**config.mk**
```make
export PLATFORM = sky130hd
export DESIGN_NAME = pin_debounce
export DESIGN_NICKNAME = d
export VERILOG_FILES = /design/src/rtl/dbnc_pkg.sv /design/src/rtl/dbnc_sync.sv /design/src/rtl/dbnc_prescale.sv /design/src/rtl/dbnc_core.sv /design/src/rtl/pin_debounce.sv
export SDC_FILE = /design/constraint.sdc
export NUM_CORES = 1
export LEC_CHECK = 0
export BUFFER_PORTS_ARGS = -buffer_cell sky130_fd_sc_hd__buf_2
export CORE_MARGIN = 2
export CORE_UTILIZATION = 57
export DETAILED_ROUTE_END_ITERATION = 8
export PLACE_DENSITY = 0.78
export SYNTH_ARGS = -nofsm -noshare
export SYNTH_HDL_FRONTEND = slang
export SYNTH_SLANG_ARGS = --single-unit
```
**constraint.sdc**
```tcl
create_clock -name clk -period 2.6 [get_ports clk]
set_input_delay 0.26 -clock clk [delete_from_list [all_inputs] [get_ports clk]]
set_output_delay 0.26 -clock clk [all_outputs]
set_load 0.05 [all_outputs]
```
**src/rtl/dbnc_pkg.sv**
```systemverilog
package dbnc_pkg;
  typedef enum logic [1:0] {
    FM_BYPASS    = 2'b00,
    FM_HOLD_LOW  = 2'b01,
    FM_HOLD_HIGH = 2'b10,
    FM_STRICT    = 2'b11
  } fmode_e;
endpackage

```
**src/rtl/dbnc_sync.sv**
```systemverilog
module dbnc_sync #(
  parameter int STAGES = 2
) (
  input  logic clk,
  input  logic rst,
  input  logic d_in,
  output logic q_out
);
  logic [STAGES-1:0] chain;

  always_ff @(posedge clk) begin
    if (rst) chain <= '0;
    else     chain <= {chain[STAGES-2:0], d_in};
  end

  assign q_out = chain[STAGES-1];
endmodule

```
**src/rtl/dbnc_prescale.sv**
```systemverilog
module dbnc_prescale #(
  parameter int UNIT_T0 = 2,
  parameter int UNIT_T1 = 8,
  parameter int UNIT_T2 = 512,
  parameter int UNIT_T3 = 2048
) (
  input  logic       clk,
  input  logic       rst,
  input  logic       slow_en,
  input  logic       clear,
  input  logic [1:0] sel,
  output logic       unit_tick
);
  localparam int PW = $clog2(UNIT_T3 + 1);

  logic [PW-1:0] last_idx;
  logic [PW-1:0] cnt;
  logic          at_end;

  always_comb begin
    case (sel)
      2'b00:   last_idx = PW'(UNIT_T0 - 1);
      2'b01:   last_idx = PW'(UNIT_T1 - 1);
      2'b10:   last_idx = PW'(UNIT_T2 - 1);
      default: last_idx = PW'(UNIT_T3 - 1);
    endcase
  end

  assign at_end    = (cnt >= last_idx);
  assign unit_tick = slow_en && !clear && at_end;

  always_ff @(posedge clk) begin
    if (rst || clear)  cnt <= '0;
    else if (slow_en)  cnt <= at_end ? '0 : cnt + 1'b1;
  end


  no_overflow_chk: assert property (@(posedge clk) disable iff (rst)
    cnt <= PW'(UNIT_T3 - 1));


  clear_empties_chk: assert property (@(posedge clk) disable iff (rst)
    clear |=> (cnt == '0));
endmodule

```
**src/rtl/dbnc_core.sv**
```systemverilog
module dbnc_core
  import dbnc_pkg::*;
#(
  parameter int CNT_W = 4
) (
  input  logic             clk,
  input  logic             rst,
  input  logic             s_lvl,
  input  logic             unit_tick,
  input  fmode_e           mode,
  input  logic [CNT_W-1:0] count,
  output logic             clear,
  output logic             filt
);
  logic             s_d;
  logic [CNT_W-1:0] win_cnt;
  logic [CNT_W-1:0] target_m1;
  logic             pending;
  logic             moved;
  logic             fast_pass;

  assign target_m1 = (count == '0) ? '0 : count - 1'b1;
  assign pending   = (s_lvl != filt);
  assign moved     = (s_lvl != s_d);
  assign fast_pass = ((mode == FM_HOLD_LOW)  && !s_lvl) ||
                     ((mode == FM_HOLD_HIGH) &&  s_lvl);
  assign clear     = (mode == FM_BYPASS) || fast_pass || !pending || moved;

  always_ff @(posedge clk) begin
    if (rst) begin
      s_d     <= 1'b0;
      filt    <= 1'b0;
      win_cnt <= '0;
    end else begin
      s_d <= s_lvl;
      if (mode == FM_BYPASS || fast_pass) begin
        filt    <= s_lvl;
        win_cnt <= '0;
      end else if (clear) begin
        win_cnt <= '0;
      end else if (unit_tick) begin
        if (win_cnt >= target_m1) begin
          filt    <= s_lvl;
          win_cnt <= '0;
        end else begin
          win_cnt <= win_cnt + 1'b1;
        end
      end
    end
  end


  win_bound_chk: assert property (@(posedge clk) disable iff (rst)
    win_cnt < {CNT_W{1'b1}});


  follow_only_chk: assert property (@(posedge clk) disable iff (rst)
    (filt != $past(filt)) |-> (filt == $past(s_lvl)));


  strict_stable_chk: assert property (@(posedge clk) disable iff (rst)
    ($past(mode) == FM_STRICT && filt != $past(filt))
      |-> ($past(s_lvl) == $past(s_lvl, 2)));


  hold_low_pass_chk: assert property (@(posedge clk) disable iff (rst)
    (mode == FM_HOLD_LOW && !s_lvl) |=> !filt);


  hold_high_pass_chk: assert property (@(posedge clk) disable iff (rst)
    (mode == FM_HOLD_HIGH && s_lvl) |=> filt);
endmodule

```
**src/rtl/pin_debounce.sv**
```systemverilog
module pin_debounce
  import dbnc_pkg::*;
#(
  parameter int CNT_W   = 4,
  parameter int UNIT_T0 = 2,
  parameter int UNIT_T1 = 8,
  parameter int UNIT_T2 = 512,
  parameter int UNIT_T3 = 2048
) (
  input  logic             clk,
  input  logic             rst,
  input  logic             slow_en,
  input  logic             pin_raw,
  input  logic [1:0]       flt_mode,
  input  logic             unit_large,
  input  logic             unit_fine,
  input  logic [CNT_W-1:0] win_count,
  output logic             pin_clean
);
  logic   s_lvl;
  logic   unit_tick;
  logic   clear;
  fmode_e mode;

  assign mode = fmode_e'(flt_mode);

  dbnc_sync #(.STAGES(2)) u_sync (
    .clk   (clk),
    .rst   (rst),
    .d_in  (pin_raw),
    .q_out (s_lvl)
  );

  dbnc_prescale #(
    .UNIT_T0 (UNIT_T0),
    .UNIT_T1 (UNIT_T1),
    .UNIT_T2 (UNIT_T2),
    .UNIT_T3 (UNIT_T3)
  ) u_prescale (
    .clk       (clk),
    .rst       (rst),
    .slow_en   (slow_en),
    .clear     (clear),
    .sel       ({unit_large, unit_fine}),
    .unit_tick (unit_tick)
  );

  dbnc_core #(.CNT_W(CNT_W)) u_core (
    .clk       (clk),
    .rst       (rst),
    .s_lvl     (s_lvl),
    .unit_tick (unit_tick),
    .mode      (mode),
    .count     (win_count),
    .clear     (clear),
    .filt      (pin_clean)
  );


  bypass_track_chk: assert property (@(posedge clk) disable iff (rst)
    ($past(flt_mode) == 2'b00) |-> (pin_clean == $past(s_lvl)));


  reset_low_chk: assert property (@(posedge clk)
    $past(rst) |-> !pin_clean);
endmodule

```
# After elaboration in Yosys (flattened, before gate mapping)
# Cells that the tools add are included.
dict set report word_totals {
  register_bits 20
  latchBits 0
  mem_bits_rw 0
  romBits 0
  n_memories 0
}
dict set report classes {
  n_addsub 3
  multipliers 0
  n_div 0
  n_lt_le_gt_ge 2
  eq_ne 7
  n_shift 0
  n_mux 8
  bitwise_logic 0
  reduce_logical 19
}
# cell n
set op_table {}
lappend op_table {{$pmux W11 S3} 1}
lappend op_table {{$add A12 B1 Y12 const B} 1}
lappend op_table {{$ge A12 B11 Y1} 1}
lappend op_table {{$mux W12} 1}
lappend op_table {{$mux W4} 2}
lappend op_table {{$logic_or A1 B1 Y1} 5}
lappend op_table {{$add A4 B1 Y4 const B} 1}
lappend op_table {{$eq A2 B1 Y1 const B} 2}
lappend op_table {{$eq A2 B2 Y1 const B} 2}
lappend op_table {{$ge A4 B4 Y1} 1}
lappend op_table {{$logic_and A1 B1 Y1} 4}
lappend op_table {{$logic_not A2 Y1} 2}
lappend op_table {{$logic_not A4 Y1} 1}
lappend op_table {{$mux W1} 4}
lappend op_table {{$reduce_bool A2 Y1} 2}
lappend op_table {{$sub A4 B1 Y4 const B} 1}
lappend op_table {{$logic_not A1 Y1} 3}
lappend op_table {{$reduce_and A3 Y1} 1}
lappend op_table {{$reduce_or A3 Y1} 1}
lappend op_table {{$ne A1 B1 Y1} 2}
lappend op_table {{$ne A2 B1 Y1 const B} 1}

# Longest topological paths before layout
# Gate-level depths: netlist of the first run.
dict set report depth {
  ltp_word 12
  mapped_depth 9
  depth_no_buf 9
}

# By module
# Synthesis of the first run repeated with hierarchy kept, for this count alone.
dict set report unflattened {
  hier_cells 149
  area_unflattened_um2 1291.2
}
# mod instances cells_per_inst area_per_inst_um2 seq_area_each_um2
set modules_own_cells {}
lappend modules_own_cells {dbnc_prescale 1 87 738.2 240.2}
lappend modules_own_cells {dbnc_core 1 58 500.5 120.1}
lappend modules_own_cells {dbnc_sync 1 4 52.6 40.0}

# Worst setup path before layout of the first run
# OpenSTA, ideal clock, no wires.
dict set report synth_timing {
  path_type {register to register}
  startpoint {register u_core.filt}
  endpoint {register u_core.filt}
  setup_time_ps 121
  arrival_ps 2246
  required_time_ps 2479
  slack_ps 232
  path_stages_with_launch 7
  synth_period_minus_slack_ps 2368
  path_cell_list {dfxtp_1 -> or4bb_1 -> a21bo_1 -> or4b_4 -> nand2_4 -> a21oi_2 -> mux2_4}
}
dict set report synth_via {
  elab_chain_cells 9
}
# item line_no
set synth_lines {}
lappend synth_lines {{start, declared} dbnc_core.sv:13} ;# output logic filt
lappend synth_lines {{start signal, assigned} dbnc_core.sv:37} ;# filt <= s_lvl;
lappend synth_lines {{start signal, assigned} dbnc_core.sv:43} ;# filt <= s_lvl;
lappend synth_lines {{$ne A1 B1 Y1 (*)} dbnc_core.sv:23} ;# assign pending = (s_lvl != filt);
lappend synth_lines {{$logic_not A1 Y1 (*)} dbnc_core.sv:27} ;# assign clear = (mode == FM_BYPASS) || fast_pass || !pending || moved;
lappend synth_lines {{$logic_or A1 B1 Y1 (*) (2 in series)} dbnc_core.sv:27}
lappend synth_lines {{$logic_not A1 Y1} dbnc_prescale.sv:30} ;# assign unit_tick = slow_en && !clear && at_end;
lappend synth_lines {{$logic_and A1 B1 Y1 (2 in series)} dbnc_prescale.sv:30}
lappend synth_lines {{$reduce_bool A2 Y1 (no line)} --}
lappend synth_lines {{$reduce_and A3 Y1 (no line) (*)} --}
# Every way passes the cells marked *; elsewhere a longest branch is shown, timed or not.
# A chain may end at the register's enable or synchronous reset.

# Worst setup path in the final report of the first run
dict set report layout_timing {
  startpoint {register u_prescale.cnt[4]}
  endpoint {register u_core.filt}
}
dict set report layout_via {
  elab_chain_cells 4
}
# item line_no
set layout_lines {}
lappend layout_lines {{start, declared} dbnc_prescale.sv:17} ;# logic [PW-1:0] cnt;
lappend layout_lines {{start signal, assigned} dbnc_prescale.sv:34} ;# else if (slow_en) cnt <= at_end ? '0 : cnt + 1'b1;
lappend layout_lines {{$ge A12 B11 Y1} dbnc_prescale.sv:29} ;# assign at_end = (cnt >= last_idx);
lappend layout_lines {{$logic_and A1 B1 Y1} dbnc_prescale.sv:30}
lappend layout_lines {{$reduce_bool A2 Y1 (no line)} --}
lappend layout_lines {{$reduce_and A3 Y1 (no line)} --}
# No other way between the ends.

==> impl_metrics.yaml, run 1 <==
worst_setup_path:
  critPathMaxFanout: 6
  critPathKind: "flip-flop to flip-flop"
  crit_path_start_kind: "flip-flop"
  critPathArrivalTime_ns: 2.46
  end_kind: "flip-flop"
  required_ns: 2.80
detailed_routing:
  wl_per_cell_um: 12.07
  top_layer_used: "met4"
  finalWirelength_mm: 2.112
  drt-initial-drc-count: 17
  dr_wl_met3_um: 58
  wl_met1_um: 984
  remaining_drc_errors: 0
  first_pass_iters: 4
  ant_nets: 0
  wl_met2_mm: 1.040
  via_per_inst: 5.377
  vias: 941
floorplanning:
  core_area_um2: 1962
  dieArea_um2: 2472
  row_count: 16
  io_pins: 13
  die_w_um: 49.72
  die_height_um: 49.72
  start_util_pct: 60.71
cts:
  holdBufCountCts: 0
  cts.repair.resized: 0
  cts_tree: "built"
  clkSinkCount: 20
  cts_buffer_depth: 2
  numCtsBuffers: 3
  clkTransAtPathRegs_ns: 0.11
  insertion_delay_ns: 0.30
  cts_max_level: 1
  cts-root-buf: "clkbuf_4"
  postCtsSetupBuffers: 0
grt:
  antenna_found_initial: 0
  grtUsageTotal_pct: 20.96
  grt_pass1_wl_mm: 3.988
  grt_max_degree: 13
  grt_overflow_total: 0
  grt_pass1_vias: 976
timing:
  min_period_ns: 2.263
  final-hold-violation-count: 0
  skew_ns: 0.005605
  finalSetupTns_ns: 0
  finalSetupViolations: 0
  relSlewSlack_pct: 71.58
  grt_setup_unrepaired: "false"
  worstMarginPinSlew_ns: 0.4253
  period_share_pct: 87.03
  slew_viol_final: 0
  fmax_ghz: 0.4420
final_layout:
  fin_util_pct: 66.96
  mostFrequentLayoutCells: "nor2_1, dfxtp_1, buf_2"
  drive_gt1_share_pct: 16.89
  mostFrequentLayoutCell: "nor2_1"
  multi_input_comb_area_um2: 772.0
  fill_cells: 181
  syn_to_final_growth_pct: 10.29
  seq_area_um2: 400.4
  antenna_cells: 0
  final_net_count: 171
synth:
  yosysTopAreaCellShare_pct: 33.61
  yosysSeqAreaShare_pct: 33.61
  synth_edf_count: 0
  synthArstFlopShare_pct: 0
  yosys_warnings: 0
  syn-cell-area_um2: 1191
  syn_inst: 134
  ys_ff_latch: 20
  synth_ff_type: "dfxtp_1"
  synth_nets: 156
  ys_types: 38
  avgSynthCellArea_um2: 8.889
  yosys.area.top_type: "dfxtp_1"
  synth.area.top_cells: "dfxtp_1, ha_1, nor2_1, xor2_1, xnor2_1"
placed_design:
  portBuffers: 12
  post-dp-hpwl_mm: 1.686
  gp_congestion: 0.8990
pwr:
  p_leak_nw: 0.5095
  power_density_nw_per_um2: 410.6
  fin_total_pwr_uw: 539.4
  p_int_uw: 415.6
  p_sw_share_pct: 22.96
  pwr-share-clk_pct: 33.7
  p_comb_share_pct: 8.8
  ir_drop_v: 0.0002704
  power_switching_uw: 123.9
  pwr-share-seq_pct: 57.5
run_status:
  outcome: "finished, final reports clean"
job:
  cap_violations: 0
hold_path:
  hold_path_class: "input port to flip-flop"
-- routing by layer --
layer  track usage (%)  vias up
met1             23.72      427
met5                 0        -
met3             3.030        4
met2             38.22       13
met4             9.722        0
li1                  -      497
-- synth_stat cells (2+ instances only) --
master and count:
nor2b_1 5, nor3_1 2, nand4_1 4, nand3_1 5, a21o_1 2, a21oi_1 5
and3_1 2, clkbuf_1 2, mux2i_1 4, dfxtp_1 20, xor2_1 9, nor2_1 23
o21ai_1 2, inv_1 3, ha_1 10, xnor2_1 6, nand2_1 9
-- final cells by class --
type | count | share of cell area [%]
inverters | 3 | 0.8571
flip-flops and latches | 20 | 30.48
repair buffers | 12 | 4.571
multi-input cells | 109 | 58.76
clock buffers | 4 | 2.762
well taps | 27 | 2.571
-- flip-flops by register name, summed over array words and instances (netlist names) --
signal,cells
u_prescale.cnt,12
u_core.filt,1
u_core.s_d,1
u_core.win_cnt,4
u_sync.chain,2
-- final timing paths --
| check | startpoint | end | slack [ns] | cells past startpoint |
|---|---|---|---|---|
| setup / recovery | u_prescale.cnt[4]$_SDFFE_PP0P_ | u_core.filt$_SDFFE_PP0P_ | 0.34 | 6 |
| setup reg to reg | u_prescale.cnt[4]$_SDFFE_PP0P_ | u_core.filt$_SDFFE_PP0P_ | 0.34 | 6 |
| hold / removal | pin_raw | u_sync.chain[0]$_SDFF_PP0_ | 0.16 | 2 |
| hold reg to reg | u_sync.chain[0]$_SDFF_PP0_ | u_sync.chain[1]$_SDFF_PP0_ | 0.46 | 1 |
-- metrics by stage --
| step | cells | cell area [µm²] | setup slack, ns | hold WS (ns) |
|---|---|---|---|---|
| CTS | 175 | 1314 | 0.3308 | 0.1561 |
| detailed placement | 171 | 1277 | 0.3134 | 0.4436 |
| floorplan | 134 | 1191 | 0.2324 | 0.3316 |
| global placement | 171 | 1277 | 0.3634 | 0.4238 |
| global route | 175 | 1314 | 0.2419 | 0.1677 |
| finish | 175 | 1314 | 0.3373 | 0.1605 |
-- power groups by stage --
stage | sequential, mW | combinational, mW | clock [mW]
after floorplan | 0.318 | 0.0276 | 0
after global placement | 0.317 | 0.0446 | 0
after detailed placement | 0.317 | 0.0477 | 0
after CTS | 0.310 | 0.0480 | 0.189
after global routing | 0.310 | 0.0543 | 0.201
final | 0.310 | 0.0477 | 0.182
-- logic make-up (layout without fill, tap and decap cells) --
family	after synthesis	count (layout)	synth area share, %
flops	20	20	33.61
buf+inv	5	19	1.576
fa+ha+maj	10	10	10.50
mux	5	5	4.622
compound gates	19	19	11.66
xor+xnor	15	15	11.03
simple gates	60	60	27.00
-- critical path: stages, from the launching register on --
cell and delay, ns:
dfxtp_1 0.37, or4_4 0.56, a211oi_2 0.24, or4b_4 0.53
nand2_4 0.11, a21oi_2 0.06, mux2_4 0.29
Power figures use the tool's default switching activity.
==> run 2: changes to the inputs <==
CTS_CLUSTER_DIAMETER = 80   (was not set)
PLACE_DENSITY = 0.77   (was 0.78)
SYNTH_HIERARCHICAL = 1   (was not set)
==> run 2 against run 1 <==
  * Setup slack got worse by 0.062 ns
  * Combinational power is 35% higher
  * Die area up 7.7%
  * Global-route usage about the same
  * Fmax down 2.7%
  * First-iteration DRC count increased by 29%
  * Clock-buffer cell count unchanged
  * Utilization fell by 1.6 points
  * Sequential power barely moved
  * Register-to-register slack worse by 0.06 ns
  * Clock power barely moved
  * Critical path type unchanged
  * Largest power group unchanged
==> impl_metrics.yaml, run 2 <==
run_status:
  outcome: "finished, final reports clean"
worst_setup_path:
  critPathKind: "flip-flop to flip-flop"
  crit_path_start_kind: "flip-flop"
  cp_cell_sequence: "ha_1, nand3b_1, or4_1, nand3_2, o21a_1, nor2b_2, nor4bb_1, a21oi_1, a211oi_2"
  required_ns: 2.83
  critPathArrivalTime_ns: 2.55
  end_kind: "flip-flop"
  critPathMaxFanout: 5
  slowest_stage: "or4_1"
  cpLargestDelayFamily: "simple AND/OR/NAND/NOR gates"
  path_buf_inv: 0
  cp_slowest_stage_delay_ns: 0.50
final_layout:
  mostFrequentLayoutCells: "dfxtp_1, buf_2, nor2_1, nand2_1"
  final_net_count: 185
  antenna_cells: 0
  multi_input_comb_area_um2: 833.3
  regMostFlops: "u_prescale/cnt"
  drive_gt1_share_pct: 17.28
  seq_area_um2: 400.4
  fill_cells: 206
  top_regs: "u_prescale/cnt: 12 flops, u_core/win_cnt: 4 flops, u_sync/chain: 2 flops"
  largest_register_ffs: 12
  syn_to_final_growth_pct: 9.787
  mostFrequentLayoutCell: "dfxtp_1"
synth:
  yosysMostFrequentCell: "dfxtp_1"
  synth_edf_count: 0
  yosysTopAreaCellShare_pct: 31.01
  yosysSeqAreaShare_pct: 31.01
  yosys_warnings: 6
  synthTopCellsByCount: "dfxtp_1, nand2_1, nor2_1"
  ys_types: 46
  syn_inst: 149
  synth_nets: 171
  synth.area.top_cells: "dfxtp_1, ha_1, xor2_1, nor3_1, nand2_1"
  syn-cell-area_um2: 1291
  synth_ff_type: "dfxtp_1"
  avgSynthCellArea_um2: 8.666
  yosys.area.top_type: "dfxtp_1"
  ys_ff_latch: 20
  synthArstFlopShare_pct: 0
timing:
  skew_ns: 0.003243
  worstMarginPinSlew_ns: 0.4809
  finalSetupViolations: 0
  relSlewSlack_pct: 67.73
  period_share_pct: 89.41
  fmax_ghz: 0.4302
  min_period_ns: 2.325
  final-hold-violation-count: 0
  slew_viol_final: 0
  grt_setup_unrepaired: "false"
  whs_ns: 0.1656
  finalSetupTns_ns: 0
pwr:
  p_leak_nw: 0.5078
  pwr-share-clk_pct: 32.7
  pwr-share-seq_pct: 55.8
  ir_drop_v: 0.0003815
  power_switching_uw: 137.0
  power_density_nw_per_um2: 395.0
  p_sw_share_pct: 24.48
  p_comb_share_pct: 11.5
  p_int_uw: 422.9
grt:
  grt_pass1_vias: 1048
  antenna_found_initial: 0
  grtUsageTotal_pct: 21.00
  grt_pass1_wl_mm: 4.319
  grt_overflow_total: 0
  grt_max_degree: 13
job:
  cap_violations: 0
placed_design:
  portBuffers: 12
  post-dp-hpwl_mm: 1.943
  gp_congestion: 0.7767
floorplanning:
  core_area_um2: 2170
  io_pins: 13
  die_w_um: 51.60
  start_util_pct: 59.52
  row_count: 17
  die_height_um: 51.60
  dieArea_um2: 2662
cts:
  cts-root-buf: "clkbuf_4"
  clkSinkCount: 20
  cts_buffer_depth: 2
  cts_tree: "built"
  insertion_delay_ns: 0.30
  numCtsBuffers: 3
  postCtsSetupBuffers: 0
  cts_max_level: 1
  clkTransAtPathRegs_ns: 0.12
detailed_routing:
  wl_per_cell_um: 13.06
  remaining_drc_errors: 0
  drt-initial-drc-count: 22
  via_per_inst: 5.921
  ant_nets: 0
  finalWirelength_mm: 2.481
  first_pass_iters: 4
  vias: 1125
hold_path:
  hold_path_class: "input port to flip-flop"
## run 2: worst register-to-register path, delay by kind of cell, from the launching register on
family | cells | cell delay (ns)
adder cells (fa/ha/maj) | 1 | 0.32
AND/OR/NAND/NOR | 5 | 1.18
flip-flops | 1 | 0.36
AO/OA/AOI/OAI | 3 | 0.41
## run 2: area by class of cell
class                           instances  share of cell area [%]
Clock buffer                            4                   2.560
Inverter                                8                   2.118
Multi-Input combinational cell        115                   58.78
Sequential cell                        20                   28.24
Tap cell                               28                   2.471
Timing Repair Buffer                   15                   5.825
## run 2: worst paths after layout
| path | to | startpoint | slack [ns] | cells after the start |
|---|---|---|---|---|
| setup reg to reg | u_core/win_cnt[2]$_SDFFE_PP0P_ | u_prescale/cnt[10]$_SDFFE_PP0P_ | 0.28 | 9 |
| hold reg to reg | u_sync/chain[1]$_SDFF_PP0_ | u_sync/chain[0]$_SDFF_PP0_ | 0.45 | 1 |
| hold / removal | u_sync/chain[0]$_SDFF_PP0_ | pin_raw | 0.17 | 2 |
| setup / recovery | u_core/win_cnt[2]$_SDFFE_PP0P_ | u_prescale/cnt[10]$_SDFFE_PP0P_ | 0.28 | 9 |
## run 2: through the flow
stage / worst slack [ns] / cell area (µm²) / total power, mW / std cells / utilization (%)
after global routing: 0.1011 / 1418 / 0.5814 / 190 / 65.34
after CTS: 0.1709 / 1415 / 0.5648 / 190 / 65.22
final: 0.2753 / 1418 / 0.5599 / 190 / 65.34
after detailed placement: 0.1465 / 1379 / 0.3841 / 186 / 63.55
after global placement: 0.2536 / 1379 / 0.3800 / 186 / 63.55
after floorplan: 0.07272 / 1291 / 0.3623 / 149 / -
## run 2: what timing repair did
| action | in CTS | in global routing |
|---|---|---|
| hold buffers | 0 | 0 |
| endpoints found under the setup margin | 0 | 2 |
| resized for setup | 0 | 1 |
## run 2: power by group through the flow
stage	Sequential, mW	Combinational, mW	Clock [mW]
floorplan	0.323	0.0396	0
global placement	0.319	0.0612	0
detailed placement	0.319	0.0647	0
CTS	0.312	0.0649	0.188
global route	0.313	0.0721	0.196
finish	0.312	0.0646	0.183
## run 2: kinds of logic after synthesis
logic type               count (synthesis)  share of synthesized area, %
AND/OR/NAND/NOR                         62                         27.91
AO/OA/AOI/OAI                           33                         19.77
flip-flops                              20                         31.01
buffers and inverters                   14                         4.651
adder cells (fa/ha/maj)                 10                         9.690
XOR/XNOR                                 9                         6.105
multiplexers                             1                        0.8720
## run 2: metal layers
metal  up-vias  wire [µm]  global-route usage, %
met3         2         65                  2.299
met5         -          0                      0
li1        577          -                      -
met2        14       1242                  37.61
met1       532       1161                  26.27
met4         0         12                  6.579
